[config.mk]
export PLATFORM = sky130hd
export DESIGN_NAME = hb_deadtime_ctrl
export DESIGN_NICKNAME = d
export VERILOG_FILES = /design/src/rtl/hb_dt_pkg.sv /design/src/rtl/hb_flag_sync.sv /design/src/rtl/hb_delay_timer.sv /design/src/rtl/hb_seq_fsm.sv /design/src/rtl/hb_deadtime_ctrl.sv
export SDC_FILE = /design/constraint.sdc
export NUM_CORES = 1
export LEC_CHECK = 0
export BUFFER_PORTS_ARGS = -buffer_cell sky130_fd_sc_hd__buf_2
export CORE_UTILIZATION = 35
export DETAILED_ROUTE_END_ITERATION = 10
export PLACE_DENSITY = 0.55
export SLEW_MARGIN = 20
export SYNTH_ARGS = -nofsm -noshare
export SYNTH_HDL_FRONTEND = slang
export SYNTH_SLANG_ARGS = --single-unit
[constraint.sdc]
create_clock -name clk -period 2 [get_ports clk]
set_input_delay 0.6 -clock clk [delete_from_list [all_inputs] [get_ports clk]]
set_output_delay 0.6 -clock clk [all_outputs]
set_load 0.02 [all_outputs]
[src/rtl/hb_dt_pkg.sv]
package hb_dt_pkg;

  // Flag bit positions: each bit also selects the timer it starts
  localparam int unsigned FLG_LSG = 0;
  localparam int unsigned FLG_SW  = 1;
  localparam int unsigned FLG_HSG = 2;
  localparam int unsigned FLG_N   = 3;

  typedef enum logic [2:0] {
    ST_IDLE = 3'd0,
    ST_RISE = 3'd1,
    ST_HS   = 3'd2,
    ST_FALL = 3'd3,
    ST_LS   = 3'd4
  } hb_state_e;

endpackage

[src/rtl/hb_flag_sync.sv]
module hb_flag_sync #(
  parameter int unsigned W = 3
) (
  input  logic         clk,
  input  logic         rst_n,
  input  logic [W-1:0] async_i,
  output logic [W-1:0] sync_o
);

  for (genvar b = 0; b < W; b++) begin : g_bit
    logic meta_q;
    logic stab_q;
    always_ff @(posedge clk or negedge rst_n) begin
      if (!rst_n) begin
        meta_q <= 1'b0;
        stab_q <= 1'b0;
      end else begin
        meta_q <= async_i[b];
        stab_q <= meta_q;
      end
    end
    assign sync_o[b] = stab_q;
  end

endmodule

[src/rtl/hb_delay_timer.sv]
module hb_delay_timer #(
  parameter int unsigned DLY = 4
) (
  input  logic clk,
  input  logic rst_n,
  input  logic clr,
  input  logic start,
  output logic done
);

  localparam int unsigned CW = $clog2(DLY + 1);
  localparam logic [CW-1:0] TERM = CW'(DLY);

  logic          run_q, run_d;
  logic [CW-1:0] cnt_q, cnt_d;

  always_comb begin
    run_d = run_q;
    cnt_d = cnt_q;
    if (clr) begin
      run_d = 1'b0;
      cnt_d = '0;
    end else if (!run_q) begin
      if (start) begin
        run_d = 1'b1;
        cnt_d = CW'(1);
      end
    end else if (cnt_q != TERM) begin
      cnt_d = cnt_q + CW'(1);
    end
  end

  always_ff @(posedge clk or negedge rst_n) begin
    if (!rst_n) begin
      run_q <= 1'b0;
      cnt_q <= '0;
    end else begin
      run_q <= run_d;
      cnt_q <= cnt_d;
    end
  end

  assign done = run_q && (cnt_q == TERM);

endmodule

[src/rtl/hb_seq_fsm.sv]
module hb_seq_fsm
  import hb_dt_pkg::*;
(
  input  logic      clk,
  input  logic      rst_n,
  input  logic      en,
  input  logic      pwm,
  input  logic      hs_go,
  input  logic      ls_go,
  output hb_state_e state,
  output logic      hs_on,
  output logic      ls_on
);

  hb_state_e st_q, st_d;

  always_comb begin
    st_d = st_q;
    if (!en) begin
      st_d = ST_IDLE;
    end else begin
      unique case (st_q)
        ST_IDLE: st_d = pwm ? ST_RISE : ST_FALL;
        ST_RISE: begin
          if (!pwm)      st_d = ST_FALL;
          else if (hs_go) st_d = ST_HS;
        end
        ST_HS:   if (!pwm) st_d = ST_FALL;
        ST_FALL: begin
          if (pwm)        st_d = ST_RISE;
          else if (ls_go) st_d = ST_LS;
        end
        ST_LS:   if (pwm) st_d = ST_RISE;
        default: st_d = ST_IDLE;
      endcase
    end
  end

  always_ff @(posedge clk or negedge rst_n) begin
    if (!rst_n) st_q <= ST_IDLE;
    else        st_q <= st_d;
  end

  assign state = st_q;
  // enable gates the decoded commands so a disable takes effect at once
  assign hs_on = en && (st_q == ST_HS);
  assign ls_on = en && (st_q == ST_LS);

endmodule

[src/rtl/hb_deadtime_ctrl.sv]
module hb_deadtime_ctrl
  import hb_dt_pkg::*;
#(
  parameter int unsigned HS_DLY     = 4,
  parameter int unsigned LS_DLY     = 3,
  parameter int unsigned SEC_MARGIN = 8
) (
  input  logic clk,
  input  logic rst_n,
  input  logic en,
  input  logic pwm,
  input  logic lsg_low,
  input  logic sw_low,
  input  logic hsg_low,
  output logic hs_on,
  output logic ls_on
);

  localparam int unsigned SEC_DLY = LS_DLY + ((SEC_MARGIN == 0) ? 1 : SEC_MARGIN);

  function automatic int unsigned dly_of(input int unsigned idx);
    case (idx)
      FLG_LSG: return HS_DLY;
      FLG_SW:  return LS_DLY;
      default: return SEC_DLY;
    endcase
  endfunction

  logic [FLG_N-1:0] flg_raw, flg_s, tmr_clr, tmr_done;
  hb_state_e        state;

  assign flg_raw = {hsg_low, sw_low, lsg_low};

  hb_flag_sync #(.W(FLG_N)) u_sync (
    .clk     (clk),
    .rst_n   (rst_n),
    .async_i (flg_raw),
    .sync_o  (flg_s)
  );

  // timer i is started by flag i; it is cleared outside its own phase
  for (genvar i = 0; i < FLG_N; i++) begin : g_tmr
    if (i == FLG_LSG) begin : g_rise
      assign tmr_clr[i] = (state != ST_RISE);
    end else begin : g_fall
      assign tmr_clr[i] = (state != ST_FALL);
    end
    hb_delay_timer #(.DLY(dly_of(i))) u_tmr (
      .clk   (clk),
      .rst_n (rst_n),
      .clr   (tmr_clr[i]),
      .start (flg_s[i]),
      .done  (tmr_done[i])
    );
  end

  hb_seq_fsm u_fsm (
    .clk   (clk),
    .rst_n (rst_n),
    .en    (en),
    .pwm   (pwm),
    .hs_go (tmr_done[FLG_LSG]),
    .ls_go (tmr_done[FLG_SW] || tmr_done[FLG_HSG]),
    .state (state),
    .hs_on (hs_on),
    .ls_on (ls_on)
  );

endmodule

* Word level (Yosys, flattened, before mapping)
Cells that the tools add are included.
W data, S select, Z words.
** Operators by class
- Multiplexer cells :: 30
- Reductions and logical operators :: 14
- Equal/unequal tests :: 19
- $add $sub $neg :: 3
** Operator list (count)
- $mux W3 :: 11
- $mux W4 :: 4
- $pmux W3 S5 :: 1
- $ne A3 B3 Y1 const B :: 4
- $mux W2 :: 5
- $mux W1 :: 9
- $ne A3 B2 Y1 const B :: 3
- $reduce_bool A3 Y1 :: 3
- $ne A4 B4 Y1 const B :: 2
- $eq A3 B2 Y1 const B :: 2
- $eq A3 B3 Y1 const B :: 2
- $reduce_and A2 Y1 :: 3
- $logic_and A1 B1 Y1 :: 5
- $add A4 B1 Y4 const B :: 1
- $eq A4 B4 Y1 const B :: 1
- $ne A4 B3 Y1 const B :: 1
- $reduce_and A4 Y1 :: 1
- $add A3 B1 Y3 const B :: 1
- $eq A3 B1 Y1 const B :: 1
- $logic_not A3 Y1 :: 1
- $ne A3 B1 Y1 const B :: 1
- $add A2 B1 Y2 const B :: 1
- $eq A2 B2 Y1 const B :: 1
- $ne A2 B2 Y1 const B :: 1
- $logic_or A1 B1 Y1 :: 1
** Storage, ports and cells
- Register bits :: 21
- Output and inout port bits :: 2
- Logic and storage cells :: 79

* Logic depth before layout (Yosys ltp)
Gate-level depths: netlist of the first run.
- Word-level depth :: 7
- Mapped depth :: 6

* By module
A second synthesis of the first run with hierarchy kept.
** Second synthesis, totals
- Cells, all modules :: 105
- Area total of the unflattened synthesis :: 1093.5 µm²
** By module, submodules not included
- hb_delay_timer (g_tmr[2].u_tmr) :: seq. area each 125.1 µm², area each 262.8 µm², times used 1, cells an instance 26
- hb_seq_fsm :: seq. area each 75.1 µm², area each 261.5 µm², times used 1, cells an instance 28
- hb_delay_timer (g_tmr[0].u_tmr) :: seq. area each 100.1 µm², area each 234.0 µm², times used 1, cells an instance 25
- hb_flag_sync :: seq. area each 150.1 µm², area each 172.7 µm², times used 1, cells an instance 9
- hb_delay_timer (g_tmr[1].u_tmr) :: seq. area each 75.1 µm², area each 140.1 µm², times used 1, cells an instance 14
- hb_deadtime_ctrl :: seq. area each 0.0 µm², area each 22.5 µm², times used 1, cells an instance 3

* Least setup slack after synthesis of the first run
No wires, ideal clock.
- Path kind :: input to output
- From :: in en
- To :: out hs_on
- Cell stages on the path :: 2
- Required time :: 1.400 ns
- Data arrival time :: 1.270 ns
- Setup slack :: 0.130 ns
- Path through :: nand2b_1 -> nor3b_1
** Between the ends
- Word-level cells in the longest chain between the ends :: 1
** RTL lines
- start: declaration :: line hb_deadtime_ctrl.sv:10 : input logic en,
- $logic_and A1 B1 Y1 :: line hb_seq_fsm.sv:46 : assign hs_on = en && (st_q == ST_HS);
- end: declaration :: line hb_deadtime_ctrl.sv:15 : output logic hs_on,
No other way between the ends.

* Worst setup path in the final report of the first run
- From :: reg u_fsm.st_q[1] (netlist: u_fsm.state[1])
- To :: out ls_on
** Between the ends
- Word-level cells in the longest chain between the ends :: 2
** RTL lines
- start: declaration :: line hb_seq_fsm.sv:15 : hb_state_e st_q, st_d;
- start signal: assignment :: line hb_seq_fsm.sv:41 : else st_q <= st_d;
- $eq A3 B3 Y1 :: line hb_seq_fsm.sv:47 : assign ls_on = en && (st_q == ST_LS);
- $logic_and A1 B1 Y1 :: line hb_seq_fsm.sv:47
- end: declaration :: line hb_deadtime_ctrl.sv:16 : output logic ls_on
No other way between the ends.

==> metrics.md, run 1 <==
| Metric | Value |
|---|---|
| Overflow after GRT | `0` |
| Mapped Area | `1064 µm²` |
| Initial antenna violation count | `0` |
| Avg Cell Area, Syn | `10.33 µm²` |
| Cell taking the most area after synthesis | `dfrtp_1` |
| Syn. warnings | `0` |
| Deepest clock path buffer count | `2` |
| Wire length on met3 | `67 µm` |
| Setup WS pre-CTS | `0.08358 ns` |
| Failing checks | `DRC` |
| Skew final | `0.003773 ns` |
| Combinational share of power | `13.0%` |
| Routed vias | `742` |
| Cell area power density | `665.8 nW/µm²` |
| Core Box Area | `2829 µm²` |
| DRT Wirelength | `1729 µm` |
| Top cells by area, synth | `dfrtp_1 (49%), nor2_1 (6.4%), ha_1 (4.7%)` |
| Register bit total from synthesis | `21` |
| Vias in the first global route | `715` |
| Detail Route Antenna Nets | `0` |
| CP Launch Type | `flip-flop` |
| IO Port Bufs | `8` |
| Fill cell count | `283` |
| Fraction of layout cells with a size suffix above 1 | `21.05%` |
| Max VDD drop | `250.2 µV` |
| DR WL/cell | `11.92 µm` |
| Vias/cell | `5.117` |
| Status | `finished, violations left` |
| Final setup viols | `0` |
| H-tree depth | `1` |
| Setup TNS | `0 ns` |
| DR pass1 iterations | `7` |
| Largest net degree at the start of global routing | `22` |
| Setup crit end kind | `primary output` |
| Clock Latency Late Sink | `0.30 ns` |
| Worst-path clk slew | `0.12 ns` |
| Final hold violations | `0` |
| CTS tree | `built` |
| EDFF count, synth | `0` |
| Row count | `19` |
| Worst Hold Class | `primary input to asynchronous set/reset pin` |
| Worst hold slack | `0.2317 ns` |
| Die Ht | `57.13 µm` |
| DP HPWL | `1247 µm` |
| CTS Root Cell | `clkbuf_4` |
| Max-Cap Viols | `0` |
| Synth cell types | `34` |
| NumNets Final | `126` |
| CTS hold repair buffers | `0` |
| Critical path arrival | `1.30 ns` |
| CP required | `1.40 ns` |
| Switching Fraction | `26.96%` |
| Critical path class | `flip-flop to primary output` |
| Tightest Pin Transition | `0.4700 ns` |
| Drt initial violations | `32` |
| Area Growth Syn to Fin | `9.882%` |
| Lkg Pwr | `0.5463 nW` |
| Switch Pwr | `209.8 µW` |
| Post-Syn Instances | `103` |
| Die area | `3263 µm²` |
| CTS Buf Count | `3` |
| ANT cells | `0` |
| Top_reg_cell synth | `dfrtp_1` |
| All-layer global routing usage | `11.96%` |
| Most instantiated cells after synthesis | `dfrtp_1 (21), nor2_1 (18), a21oi_1 (7)` |
| Met2 WL | `712 µm` |
| Post-layout min period | `1.900 ns` |
| Post-synth top area share | `49.41%` |
| First-pass GRT wire length | `2987 µm` |
| Initial Util | `37.59%` |
| Post-synth ARST share | `100.0%` |
| Final Max Slew Viols | `0` |
| Most common cell in the synthesized netlist | `dfrtp_1` |
| M1 WL | `927 µm` |
| I/O pins | `9` |
| Worst rel slew slack | `68.67%` |
| F_max | `526.2 MHz` |
| Internal | `568.3 µW` |
| Sequential share of power | `61.0%` |
| Fin crit share | `95.02%` |
| Final worst slack | `0.09957 ns` |
| CP max FO | `11` |
| Sequential element share of the synthesized area | `49.41%` |
| Clock power share | `26.0%` |
| Highest metal used | `met4` |
| Post-Syn Nets | `114` |
| DRC | `2` |
| Sink Count | `21` |
| Gp weighted congestion | `0.8355` |
| RSZ-0062 raised after global routing | `false` |
| Die X | `57.13 µm` |
per-layer routing:
metal  up-vias  track usage [%]
met4         0            6.272
met5         -                0
li1        390                -
met3         2            2.041
met2        11            19.66
met1       339            15.14
cells by family after synthesis:
group                    synth area share (%)
multiplexers                            3.176
buffers and inverters                   4.824
XOR/XNOR                                1.647
adder cells (fa/ha/maj)                 4.706
AND/OR/NAND/NOR                         21.88
flip-flops                              49.41
AO/OA/AOI/OAI                           14.35
worst max-delay path, stage by stage (launching register included):
cell and delay [ns]:
dfrtp_2 0.51, and4bb_2 0.33, buf_2 0.16
what timing repair did:
action | CTS | global route
setup endpoints to repair | 1 | 2
pin swaps | 0 | 1
gates resized for setup | 1 | 2
setup buffers | 0 | 2
hold endpoints to repair | 0 | 0
cloned | 0 | 0
final cells by class:
class	count	area (µm²)	area share, %
Sequential cell	21	526.8	45.07
Clock buffer	3	22.52	1.927
Timing Repair Buffer	11	65.06	5.567
Multi-Input combinational cell	73	491.7	42.08
Inverter	5	18.77	1.606
Tap cell	31	38.79	3.319
Clock inverter	1	5.005	0.4283
layout by cell type, fill, tap and decap left out, drive strengths merged, types with 2 or more instances in the layout:
cell type,netlist,final
a211oi,3,3
nand3,3,3
inv,5,5
a22oi,2,2
dfrtp,21,21
nor2,18,18
o21ai,3,3
clkbuf,3,3
buf,1,11
mux2,3,3
nor3,5,5
nand4b,2,2
a21oi,7,7
nor3b,4,4
nand2,3,3
ha,4,4
per-stage QoR:
stage | total power, mW | instance area (µm²) | util, % | instances
floorplan | 0.5543 | 1064 | - | 103
global placement | 0.5798 | 1117 | 39.50 | 139
detailed placement | 0.5808 | 1117 | 39.50 | 139
CTS | 0.7867 | 1150 | 40.65 | 143
global route | 0.8275 | 1169 | 41.31 | 145
finish | 0.7781 | 1169 | 41.31 | 145
state kept, by name (all words and copies together), names as in the netlist:
name                 flops
g_tmr.u_tmr.run_q        3
u_sync.g_bit.stab_q      3
g_tmr.u_tmr.cnt_q        9
u_sync.g_bit.meta_q      3
u_fsm.state              3
power by group through the flow:
stage | Clock, mW | Combinational, mW | Sequential [mW]
after floorplan | 0 | 0.0876 | 0.467
after global placement | 0 | 0.0992 | 0.481
after detailed placement | 0 | 0.0997 | 0.481
after CTS | 0.213 | 0.101 | 0.473
after global routing | 0.232 | 0.116 | 0.479
final | 0.202 | 0.101 | 0.474
path summary, 6_finish.rpt:
kind	to	startpoint	slack, ns	cells after the start
max in group asynchronous	u_fsm.state[1]	rst_n	1.43	1
max reg2reg	u_fsm.state[0]	u_fsm.state[2]	0.24	5
min	g_tmr[0].u_tmr.cnt_q[2]	rst_n	0.23	1
max	ls_on	u_fsm.state[1]	0.1	2
min reg2reg	u_sync.g_bit[1].stab_q	u_sync.g_bit[1].meta_q	0.36	0
min in group clk	u_sync.g_bit[1].stab_q	u_sync.g_bit[1].meta_q	0.36	0
Power figures use the tool's default switching activity.
==> run 2: changes to the inputs <==
- CELL_PAD_IN_SITES_DETAIL_PLACEMENT: default -> 1
- CELL_PAD_IN_SITES_GLOBAL_PLACEMENT: default -> 1
- PLACE_DENSITY: 0.55 -> 0.66
==> metrics.md, run 2 (synthesized netlist as in run 1, its figures left out) <==
| Metric | Value |
|---|---|
| Status | `finished, violations left` |
| Failing checks | `DRC` |
| R2R Path Start | `g_tmr[2].u_tmr.cnt_q[0]` |
| Critical path class | `flip-flop to primary output` |
| CTS Root Cell | `clkbuf_4` |
| CTS Buf Count | `3` |
| DRC | `2` |
| R2R Setup Slk | `0.28 ns` |
| Biggest register | `g_tmr.u_tmr.cnt_q` |
| Post-layout min period | `1.921 ns` |
| Max reg flops | `9` |
| All-layer global routing usage | `14.97%` |
| Clock Latency Late Sink | `0.31 ns` |
| Fraction of layout cells with a size suffix above 1 | `20.54%` |
| Cell area power density | `687.9 nW/µm²` |
| Lkg Pwr | `0.5328 nW` |
| First-pass GRT wire length | `3726 µm` |
| Initial antenna violation count | `0` |
| Drt initial violations | `15` |
| Clock power share | `27.4%` |
| Final hold violations | `0` |
| Switching Fraction | `28.83%` |
| DRT Wirelength | `2189 µm` |
| Die X | `57.13 µm` |
| IO Port Bufs | `8` |
| Core Box Area | `2829 µm²` |
| Sequential share of power | `59.4%` |
| H-tree depth | `1` |
| Final core utilization | `41.13%` |
| CP max FO | `11` |
| Commonest non-fill, non-tap cell in the layout | `dfrtp_1` |
| NumNets Final | `124` |
| Final setup viols | `0` |
| Max-Cap Viols | `0` |
| Largest net degree at the start of global routing | `22` |
| Combinational share of power | `13.1%` |
| Fin crit share | `96.07%` |
| Most frequent cells in the layout | `dfrtp_1 (20), nor2_1 (18), a21oi_1 (7), buf_2 (7)` |
| Row count | `19` |
| Worst Hold Class | `primary input to asynchronous set/reset pin` |
| CTS tree | `built` |
| CP Launch Type | `flip-flop` |
| Skew final | `0.003132 ns` |
| I/O pins | `9` |
| Critical path arrival | `1.32 ns` |
| CP required | `1.40 ns` |
| Setup TNS | `0 ns` |
| Tightest Pin Transition | `0.4779 ns` |
| DP HPWL | `1585 µm` |
| Detail Route Antenna Nets | `0` |
| Setup crit end kind | `primary output` |
| Die area | `3263 µm²` |
| Final worst slack | `0.07850 ns` |
| R2R Path End | `u_fsm.state[0]` |
| Area Growth Syn to Fin | `9.412%` |
| Worst-path clk slew | `0.13 ns` |
| Max VDD drop | `306.3 µV` |
| Routed vias | `769` |
| DR WL/cell | `15.31 µm` |
| Deepest clock path buffer count | `2` |
| Gp weighted congestion | `0.7622` |
| Switch Pwr | `230.8 µW` |
| R2R cell count | `4` |
| DR pass1 iterations | `7` |
| Final Max Slew Viols | `0` |
| Setup WS pre-CTS | `0.08923 ns` |
| Vias/cell | `5.378` |
| Overflow after GRT | `0` |
| Worst rel slew slack | `68.14%` |
| Die Ht | `57.13 µm` |
| Internal | `569.7 µW` |
| RSZ-0062 raised after global routing | `false` |
| Sink Count | `21` |
| Initial Util | `37.59%` |
| F_max | `520.4 MHz` |
| ANT cells | `0` |
| Vias in the first global route | `833` |
## run 2: worst max path at each step
stage / slack, ns / start / end / cells after the start
after floorplan: 0.13 / en / hs_on / 2
after global placement: 0.13 / en / hs_on / 4
after detailed placement: 0.09 / en / hs_on / 4
after CTS: 0.01 / u_fsm.state[2] / hs_on / 3
after global routing: 0.01 / u_fsm.state[1] / ls_on / 2
final: 0.08 / u_fsm.state[1] / ls_on / 2
## run 2: per-layer routing
| metal | global-route usage (%) | wire length, µm |
|---|---|---|
| met5 | 0 | 0 |
| met4 | 3.136 | 16 |
| met3 | 4.082 | 71 |
| met2 | 27.06 | 1069 |
| met1 | 17.81 | 1032 |
## run 2: worst max-delay path, cell delays in order, from the launching register on
cell and delay (ns):
dfrtp_2 0.51, and4bb_2 0.33, buf_2 0.17
## run 2: cell type report
type	instances	area (µm²)
clock buffers	3	22.52
fillers	333	1665
clock inverters	1	7.507
flip-flops and latches	21	526.8
multi-input cells	73	499.2
well taps	31	38.79
repair buffers	9	50.05
inverters	5	18.77
## run 2: timing repair
item                                   in CTS  in global routing
setup buffers                               0                  0
endpoints found under the hold margin       0                  0
hold buffers                                0                  0
gates resized for setup                     2                  2
setup endpoints to repair                   1                  2
pin swaps                                   0                  1
## run 2: power by group through the flow
stage,Combinational (mW),Clock (mW),Sequential [mW]
3_5_place_dp,0.104,0,0.483
2_1_floorplan,0.0876,0,0.467
5_1_grt,0.119,0.247,0.480
3_3_place_gp,0.100,0,0.481
6_report,0.105,0.220,0.476
4_1_cts,0.106,0.232,0.475
## run 2: metrics by stage
stage                     total power [mW]  area [µm²]  hold WS, ns  std cells
after floorplan                     0.5543        1064       0.3044        103
after global placement              0.5812        1117       0.3327        139
after detailed placement            0.5868        1117       0.3364        139
after CTS                           0.8132        1155       0.2287        143
after global routing                0.8461        1164       0.2471        143
final                               0.8005        1164       0.2213        143
